**config.mk**
```make
export PLATFORM = sky130hd
export DESIGN_NAME = tc_residence_acc
export DESIGN_NICKNAME = d
export VERILOG_FILES = /design/src/rtl/tc_res_pkg.sv /design/src/rtl/tc_sat_counter.sv /design/src/rtl/tc_flight_table.sv /design/src/rtl/tc_corr_calc.sv /design/src/rtl/tc_residence_acc.sv
export SDC_FILE = /design/constraint.sdc
export NUM_CORES = 1
export LEC_CHECK = 0
export BUFFER_PORTS_ARGS = -buffer_cell sky130_fd_sc_hd__buf_2
export CAP_MARGIN = 20
export CORE_ASPECT_RATIO = 0.9
export CORE_UTILIZATION = 45
export CTS_CLUSTER_SIZE = 30
export DETAILED_ROUTE_END_ITERATION = 10
export GPL_TIMING_DRIVEN = 1
export PLACE_DENSITY = 0.74
export SLEW_MARGIN = 20
export SYNTH_ARGS = -nofsm -noshare
export SYNTH_HDL_FRONTEND = slang
export SYNTH_SLANG_ARGS = --single-unit
```
**constraint.sdc**
```tcl
create_clock -name clk -period 12.2 [get_ports clk]
set_input_delay 2.44 -clock clk [delete_from_list [all_inputs] [get_ports clk]]
set_output_delay 2.44 -clock clk [all_outputs]
set_load 0.01 [all_outputs]
```
**src/rtl/tc_res_pkg.sv**
```systemverilog
package tc_res_pkg;

   // Fractional bits of the correction value (units of 2^-16 ns)
   localparam int unsigned CORR_FRAC_BITS = 16;

   // Kind of result produced for a departure event
   typedef enum logic [1:0] {
      EV_NONE   = 2'd0,
      EV_UPDATE = 2'd1,
      EV_MISS   = 2'd2
   } ev_kind_e;

   function automatic ev_kind_e classify(input logic eg_valid, input logic hit);
      if (!eg_valid)
         return EV_NONE;
      else if (hit)
         return EV_UPDATE;
      else
         return EV_MISS;
   endfunction

endpackage

```
**src/rtl/tc_sat_counter.sv**
```systemverilog
module tc_sat_counter #(
   parameter int unsigned W = 8
) (
   input  logic         clk,
   input  logic         rst_n,
   input  logic         inc,
   output logic [W-1:0] count
);

   localparam logic [W-1:0] CMAX = {W{1'b1}};

   logic [W-1:0] cnt_q;

   always_ff @(posedge clk or negedge rst_n) begin
      if (!rst_n)
         cnt_q <= '0;
      else if (inc && (cnt_q != CMAX))
         cnt_q <= cnt_q + 1'b1;
   end

   assign count = cnt_q;

endmodule

```
**src/rtl/tc_flight_table.sv**
```systemverilog
module tc_flight_table #(
   parameter int unsigned ID_W   = 16,
   parameter int unsigned TS_W   = 32,
   parameter int unsigned CORR_W = 64,
   parameter int unsigned DEPTH  = 4
) (
   input  logic              clk,
   input  logic              rst_n,
   // store side
   input  logic              ins_valid,
   input  logic [ID_W-1:0]   ins_id,
   input  logic [TS_W-1:0]   ins_ts,
   input  logic [CORR_W-1:0] ins_corr,
   output logic              ins_drop,
   // lookup side
   input  logic              look_valid,
   input  logic [ID_W-1:0]   look_id,
   output logic              look_hit,
   output logic [TS_W-1:0]   look_ts,
   output logic [CORR_W-1:0] look_corr
);

   logic [DEPTH-1:0]  occ;
   logic [ID_W-1:0]   id_a   [DEPTH];
   logic [TS_W-1:0]   ts_a   [DEPTH];
   logic [CORR_W-1:0] corr_a [DEPTH];

   logic [DEPTH-1:0]  look_match;
   logic [DEPTH-1:0]  dup_match;
   logic [DEPTH-1:0]  free_vec;
   logic [DEPTH-1:0]  first_free;
   logic [DEPTH-1:0]  ins_sel;
   logic              dup_any;
   logic              table_full;

   // Per-entry storage and comparators
   for (genvar i = 0; i < DEPTH; i++) begin : g_slot
      logic              occ_r;
      logic [ID_W-1:0]   id_r;
      logic [TS_W-1:0]   ts_r;
      logic [CORR_W-1:0] corr_r;

      always_ff @(posedge clk or negedge rst_n) begin
         if (!rst_n) begin
            occ_r  <= 1'b0;
            id_r   <= '0;
            ts_r   <= '0;
            corr_r <= '0;
         end else begin
            if (look_valid && look_match[i])
               occ_r <= 1'b0;
            // a store in the same cycle takes precedence over the release
            if (ins_valid && ins_sel[i]) begin
               occ_r  <= 1'b1;
               id_r   <= ins_id;
               ts_r   <= ins_ts;
               corr_r <= ins_corr;
            end
         end
      end

      assign occ[i]        = occ_r;
      assign id_a[i]       = id_r;
      assign ts_a[i]       = ts_r;
      assign corr_a[i]     = corr_r;
      assign look_match[i] = occ_r && (id_r == look_id);
      assign dup_match[i]  = occ_r && (id_r == ins_id);
   end

   assign free_vec   = ~occ;
   assign first_free = free_vec & (~free_vec + 1'b1);
   assign dup_any    = |dup_match;
   assign table_full = &occ;
   assign ins_sel    = dup_any ? dup_match : first_free;
   assign ins_drop   = ins_valid && !dup_any && table_full;

   // Read mux: IDs are unique in the table so at most one entry matches
   always_comb begin
      look_ts   = '0;
      look_corr = '0;
      for (int i = 0; i < DEPTH; i++) begin
         if (look_match[i]) begin
            look_ts   = look_ts | ts_a[i];
            look_corr = look_corr | corr_a[i];
         end
      end
   end

   assign look_hit = |look_match;

   // Stored IDs are consumed only by the comparators above
   logic unused_ids;
   always_comb begin
      unused_ids = 1'b0;
      for (int i = 0; i < DEPTH; i++)
         unused_ids = unused_ids ^ (^id_a[i]);
   end

endmodule

```
**src/rtl/tc_corr_calc.sv**
```systemverilog
module tc_corr_calc #(
   parameter int unsigned TS_W      = 32,
   parameter int unsigned CORR_W    = 64,
   parameter int unsigned LINK_W    = 32,
   parameter int unsigned FRAC_BITS = 16,
   parameter bit          P2P_EN    = 1'b1
) (
   input  logic [TS_W-1:0]   arr_ts,
   input  logic [TS_W-1:0]   dep_ts,
   input  logic [CORR_W-1:0] corr_in,
   input  logic [LINK_W-1:0] link_ns,
   input  logic              p2p_mode,
   output logic [CORR_W-1:0] corr_out
);

   localparam int unsigned RES_PAD  = CORR_W - TS_W;
   localparam int unsigned LINK_PAD = CORR_W - LINK_W;

   logic [TS_W-1:0]   res_ns;
   logic [CORR_W-1:0] res_term;
   logic [CORR_W-1:0] link_term;

   // modular difference copes with a wrapped departure timestamp
   assign res_ns   = dep_ts - arr_ts;
   assign res_term = {{RES_PAD{1'b0}}, res_ns} << FRAC_BITS;

   if (P2P_EN) begin : g_p2p
      assign link_term = p2p_mode ? ({{LINK_PAD{1'b0}}, link_ns} << FRAC_BITS) : '0;
   end else begin : g_e2e_only
      logic unused_link;
      assign unused_link = ^{link_ns, p2p_mode};
      assign link_term   = '0;
   end

   assign corr_out = corr_in + res_term + link_term;

endmodule

```
**src/rtl/tc_residence_acc.sv**
```systemverilog
module tc_residence_acc
   import tc_res_pkg::*;
#(
   parameter int unsigned ID_W      = 16,
   parameter int unsigned TS_W      = 32,
   parameter int unsigned CORR_W    = 64,
   parameter int unsigned LINK_W    = 32,
   parameter int unsigned DEPTH     = 4,
   parameter int unsigned DROP_W    = 8,
   parameter bit          P2P_EN    = 1'b1
) (
   input  logic              clk,
   input  logic              rst_n,
   input  logic              p2p_mode,
   input  logic [LINK_W-1:0] link_delay_ns,
   input  logic              in_valid,
   input  logic [ID_W-1:0]   in_id,
   input  logic [TS_W-1:0]   in_ts,
   input  logic [CORR_W-1:0] in_corr,
   input  logic              eg_valid,
   input  logic [ID_W-1:0]   eg_id,
   input  logic [TS_W-1:0]   eg_ts,
   output logic              upd_valid,
   output logic [ID_W-1:0]   upd_id,
   output logic [CORR_W-1:0] upd_corr,
   output logic              miss_err,
   output logic [DROP_W-1:0] drop_cnt
);

   localparam int unsigned FRAC_BITS = CORR_FRAC_BITS;

   // Elaboration-time parameter checks
   if (DEPTH < 1) begin : g_bad_depth
      $error("tc_residence_acc: DEPTH must be at least 1");
   end
   if (TS_W + FRAC_BITS >= CORR_W) begin : g_bad_ts
      $error("tc_residence_acc: shifted residence must fit the correction");
   end
   if (LINK_W + FRAC_BITS >= CORR_W) begin : g_bad_link
      $error("tc_residence_acc: shifted link delay must fit the correction");
   end
   if (DROP_W < 1 || ID_W < 1) begin : g_bad_w
      $error("tc_residence_acc: counter and ID widths must be positive");
   end

   logic              drop_pulse;
   logic              hit;
   logic [TS_W-1:0]   hit_ts;
   logic [CORR_W-1:0] hit_corr;
   logic [CORR_W-1:0] new_corr;
   ev_kind_e          ev_kind;

   tc_flight_table #(
      .ID_W   (ID_W),
      .TS_W   (TS_W),
      .CORR_W (CORR_W),
      .DEPTH  (DEPTH)
   ) u_table (
      .clk        (clk),
      .rst_n      (rst_n),
      .ins_valid  (in_valid),
      .ins_id     (in_id),
      .ins_ts     (in_ts),
      .ins_corr   (in_corr),
      .ins_drop   (drop_pulse),
      .look_valid (eg_valid),
      .look_id    (eg_id),
      .look_hit   (hit),
      .look_ts    (hit_ts),
      .look_corr  (hit_corr)
   );

   tc_corr_calc #(
      .TS_W      (TS_W),
      .CORR_W    (CORR_W),
      .LINK_W    (LINK_W),
      .FRAC_BITS (FRAC_BITS),
      .P2P_EN    (P2P_EN)
   ) u_calc (
      .arr_ts   (hit_ts),
      .dep_ts   (eg_ts),
      .corr_in  (hit_corr),
      .link_ns  (link_delay_ns),
      .p2p_mode (p2p_mode),
      .corr_out (new_corr)
   );

   tc_sat_counter #(
      .W (DROP_W)
   ) u_drops (
      .clk   (clk),
      .rst_n (rst_n),
      .inc   (drop_pulse),
      .count (drop_cnt)
   );

   assign ev_kind = classify(eg_valid, hit);

   always_ff @(posedge clk or negedge rst_n) begin
      if (!rst_n) begin
         upd_valid <= 1'b0;
         miss_err  <= 1'b0;
         upd_id    <= '0;
         upd_corr  <= '0;
      end else begin
         upd_valid <= (ev_kind == EV_UPDATE);
         miss_err  <= (ev_kind == EV_MISS);
         if (ev_kind == EV_UPDATE) begin
            upd_id   <= eg_id;
            upd_corr <= new_corr;
         end
      end
   end

endmodule

```
==> summary.md <==
| Metric | Value |
|---|---|
| DIE HEIGHT | `240 microns` |
| Post-synth EDFFs | `0` |
| Fin. Hold Viols | `0` |
| Root Driver | `clkbuf_16` |
| Post-placement cell count | `3361` |
| Sequential fraction of the synthesis area | `47.9%` |
| FF-to-FF End | `upd_corr[62]` |
| Longest Clk Path Bufs | `3` |
| Hold depth | `2` |
| Status | `finished clean` |
| Synth Area in Compound Gates | `11.5%` |
| XOR/XNOR share of the synthesized area | `6.56%` |
| Sequential share of power | `46.8%` |
| Pwr per Cell Area | `198 nW/um^2` |
| Layout overhead on the synthesized area | `14.3%` |
| Worst-path fanout max | `56` |
| Fin. max-slew vios | `0` |
| Met2 usage | `38.5%` |
| Setup TNS | `0 ns` |
| Initial detailed-routing violation count | `1310` |
| Final Setup Violations | `0` |
| Slowest stage delay, CP | `0.82 ns` |
| TritonRoute pass-1 iters | `5` |
| Setup crit start kind | `input pin` |
| Gr usage total | `24.5%` |
| TritonCTS clock tree | `done` |
| Top FF cell, synth | `dfrtp_1` |
| CTS Sinks | `542` |
| Ys async rst share | `100%` |
| Min-delay worst type | `register to register` |
| Synth warnings | `0` |
| H-tree levels | `2` |
| Flops & latches, synth | `542` |
| Skew-Pair Late Insertion Delay | `0.63 ns` |
| Worst VDD drop | `118 uV` |
| Main combinational cell family by area after synthesis | `multiplexers` |
| Max Freq | `0.102 GHz` |
| Synth area leaders | `dfrtp_1 (48%), mux2_2 (17%), xnor2_1 (4.6%)` |
| # Post-CTS Setup Buffers | `0` |
| DR vias/cell | `5.75` |
| Proportion of layout cells with a drive suffix above 1 | `33.8%` |
| Clock transition at path regs | `0.06 ns` |
| Most common cell after layout, fill and taps aside | `dfrtp_1` |
| CP endpoint kind | `register` |
| Crit Path Category | `input pin to register` |
| Cts hold-fix bufs | `0` |
| Site Rows | `86` |
| Cell Area, Synth | `28300 sq um` |
| Reg2Reg Depth | `31` |
| Num CTS Buffers | `57` |
| Critical path required time | `12.70 ns` |
| Crit-path slowest cell | `and2_4` |
| Fin crit share | `80.4%` |
| Met1 layer usage reported by global route | `33.6%` |
| Post_cts resized | `0` |
| Skew final | `0.0220 ns` |
| Hold EP | `upd_id[15]` |
| Die area | `63900 sq um` |
| Largest net degree at the start of global routing | `107` |
| Horiz. Die Dim | `266 microns` |
| Worst-margin pin slew | `1.04 ns` |
| Core area | `61700 sq um` |
| Multiplexer share of the synthesized area | `18.0%` |
| Final GP Congestion | `0.918` |
| Placed wire-length estimate | `53900 microns` |
| P_int | `0.00451 W` |
| Most frequent cells in the layout | `dfrtp_1 (542), mux2_2 (436), buf_2 (285)` |
| Worst reg-to-reg setup slack | `3.96 ns` |
| Minimum clock period | `9.81 ns` |
| RSZ-0062 raised after global routing | `no` |
| Hold slack final | `0.470 ns` |
| Vias in the first global route | `20.6k` |
| IO Count | `287` |
| Psw | `0.00191 W` |
| DRC | `0` |
| Hold path start | `upd_id[15]` |
| Nets | `2883` |
| Post-DRT Antenna Nets | `0` |
| First-pass GRT wire length | `121000 microns` |
| Pleak | `14.5 nW` |
| Adder-Cell Fraction of Synth Area | `5.37%` |
| Wirelength, routed | `78300 microns` |
| Wire per inst | `22.5 microns` |
| Grt total ovfl | `0` |
| GRT met3 Usage | `4.80%` |
| Port Buf Inserts | `286` |
| Reg-to-Reg Start | `u_table.g_slot[3].id_r[0]` |
| GR peak layer | `met2` |
| Antenna violations before repair | `20` |
| Signal arrival time at the worst endpoint | `10.31 ns` |
| # Max-Cap Violations | `0` |
| Mapped Nets | `2662` |
| Combinational power share | `23.8%` |
| Initial Util | `45.9%` |
| Largest area contributor in the netlist | `dfrtp_1` |
| Switching share of power | `29.7%` |
| Vias | `20.0k` |
| Share of the synthesized area in the top cell type | `47.9%` |
| Share of power burned in the clock network | `29.4%` |
| Distinct cells, synth | `68` |
| Finished Layout Cells | `3476` |
| Slew headroom | `31.0%` |
| Synth Area in Simple Gates | `6.99%` |
| Mapped Avg Cell Area | `12.0 sq um` |
| Final Cell Area | `32300 sq um` |
| Syn Inst Count | `2364` |
| Area after DPL | `30300 sq um` |
worst max-delay path: cells and delay by family:
| family | cells | cell delay, ns |
|---|---|---|
| AND/OR/NAND/NOR | 9 | 2.63 |
| XOR/XNOR | 3 | 0.57 |
| AO/OA/AOI/OAI | 15 | 3.25 |
| adder cells (fa/ha/maj) | 3 | 1.19 |
| buffers and inverters | 2 | 0.19 |
state kept, by name, summed over array words and instances (netlist names):
register,count
upd_id,16
upd_corr,64
u_table.g_slot.occ_r,4
u_table.g_slot.id_r,64
u_table.g_slot.ts_r,128
u_drops.count,8
u_table.g_slot.corr_r,256
miss_err,1
upd_valid,1
metrics by stage:
step / total power (W) / setup slack (ns) / util, %
3_5_place_dp: 0.00454 / 1.81 / 49.1
3_3_place_gp: 0.00441 / 2.04 / 49.1
5_1_grt: 0.00673 / 1.75 / 52.4
2_1_floorplan: 0.00405 / 3.07 / -
4_1_cts: 0.00644 / 2.49 / 52.3
6_report: 0.00642 / 2.39 / 52.4
power by group through the flow:
| stage | registers, W | clock network [W] | logic [W] |
|---|---|---|---|
| 2_1_floorplan | 0.00287 | 0 | 0.00118 |
| 3_3_place_gp | 0.00295 | 0 | 0.00145 |
| 3_5_place_dp | 0.00302 | 0 | 0.00153 |
| 4_1_cts | 0.00299 | 0.00192 | 0.00154 |
| 5_1_grt | 0.00308 | 0.00199 | 0.00166 |
| 6_report | 0.00301 | 0.00188 | 0.00153 |
kinds of logic (layout without fill, tap and decap cells):
logic type               Yosys count  count (layout)
AO/OA/AOI/OAI                    439             439
XOR/XNOR                         206             206
adder cells (fa/ha/maj)          101             101
buffers and inverters            227             492
flip-flops                       542             542
multiplexers                     451             451
other                              0              11
AND/OR/NAND/NOR                  398             398
cell type report:
class / count / area, sq um
Clock buffer: 72 / 1580
Inverter: 78 / 293
Multi-Input combinational cell: 1595 / 13700
Tap cell: 836 / 1050
Antenna cell: 11 / 27.5
Sequential cell: 542 / 13600
Timing Repair Buffer: 311 / 1660
Fill cell: 5236 / 29300
Clock inverter: 31 / 443
cell usage after synthesis, types with 6 or more instances:
| master | number |
|---|---|
| dfrtp_1 | 542 |
| mux2_2 | 436 |
| nand2_1 | 206 |
| xnor2_1 | 149 |
| a22o_1 | 95 |
| a221oi_1 | 89 |
| inv_1 | 77 |
| o21ai_0 | 77 |
| ha_1 | 67 |
| clkbuf_1 | 55 |
| a21oi_1 | 52 |
| buf_2 | 51 |
| xor2_1 | 50 |
| nand3_1 | 36 |
| nor2_1 | 35 |
| fa_1 | 34 |
| a22oi_1 | 32 |
| nand4_1 | 28 |
| a21o_1 | 26 |
| nand2b_1 | 19 |
| and2_1 | 18 |
| buf_1 | 17 |
| buf_4 | 15 |
| mux2_1 | 15 |
| o21ai_1 | 14 |
| buf_6 | 11 |
| o21bai_1 | 11 |
| nor4_1 | 8 |
| o211ai_1 | 8 |
| nor3_1 | 7 |
| or3_1 | 7 |
| xnor2_2 | 7 |
| nor2b_1 | 6 |
| nor4_2 | 6 |
| o21a_1 | 6 |
worst max path at each step:
stage | cells after the start | to | start
after floorplan | 38 | upd_corr[44] | eg_id[9]
after global placement | 30 | upd_corr[53] | eg_id[0]
after detailed placement | 32 | upd_corr[52] | eg_id[0]
after CTS | 32 | upd_corr[52] | eg_id[0]
after global routing | 32 | upd_corr[56] | eg_id[0]
final | 32 | upd_corr[62] | eg_id[0]
per-layer routing:
metal / vias to the layer above / wire, microns
met5: - / 110
met3: 147 / 5280
met4: 16 / 2220
met2: 671 / 36600
met1: 10198 / 34100
li1: 8960 / -
Power figures use the tool's default switching activity.
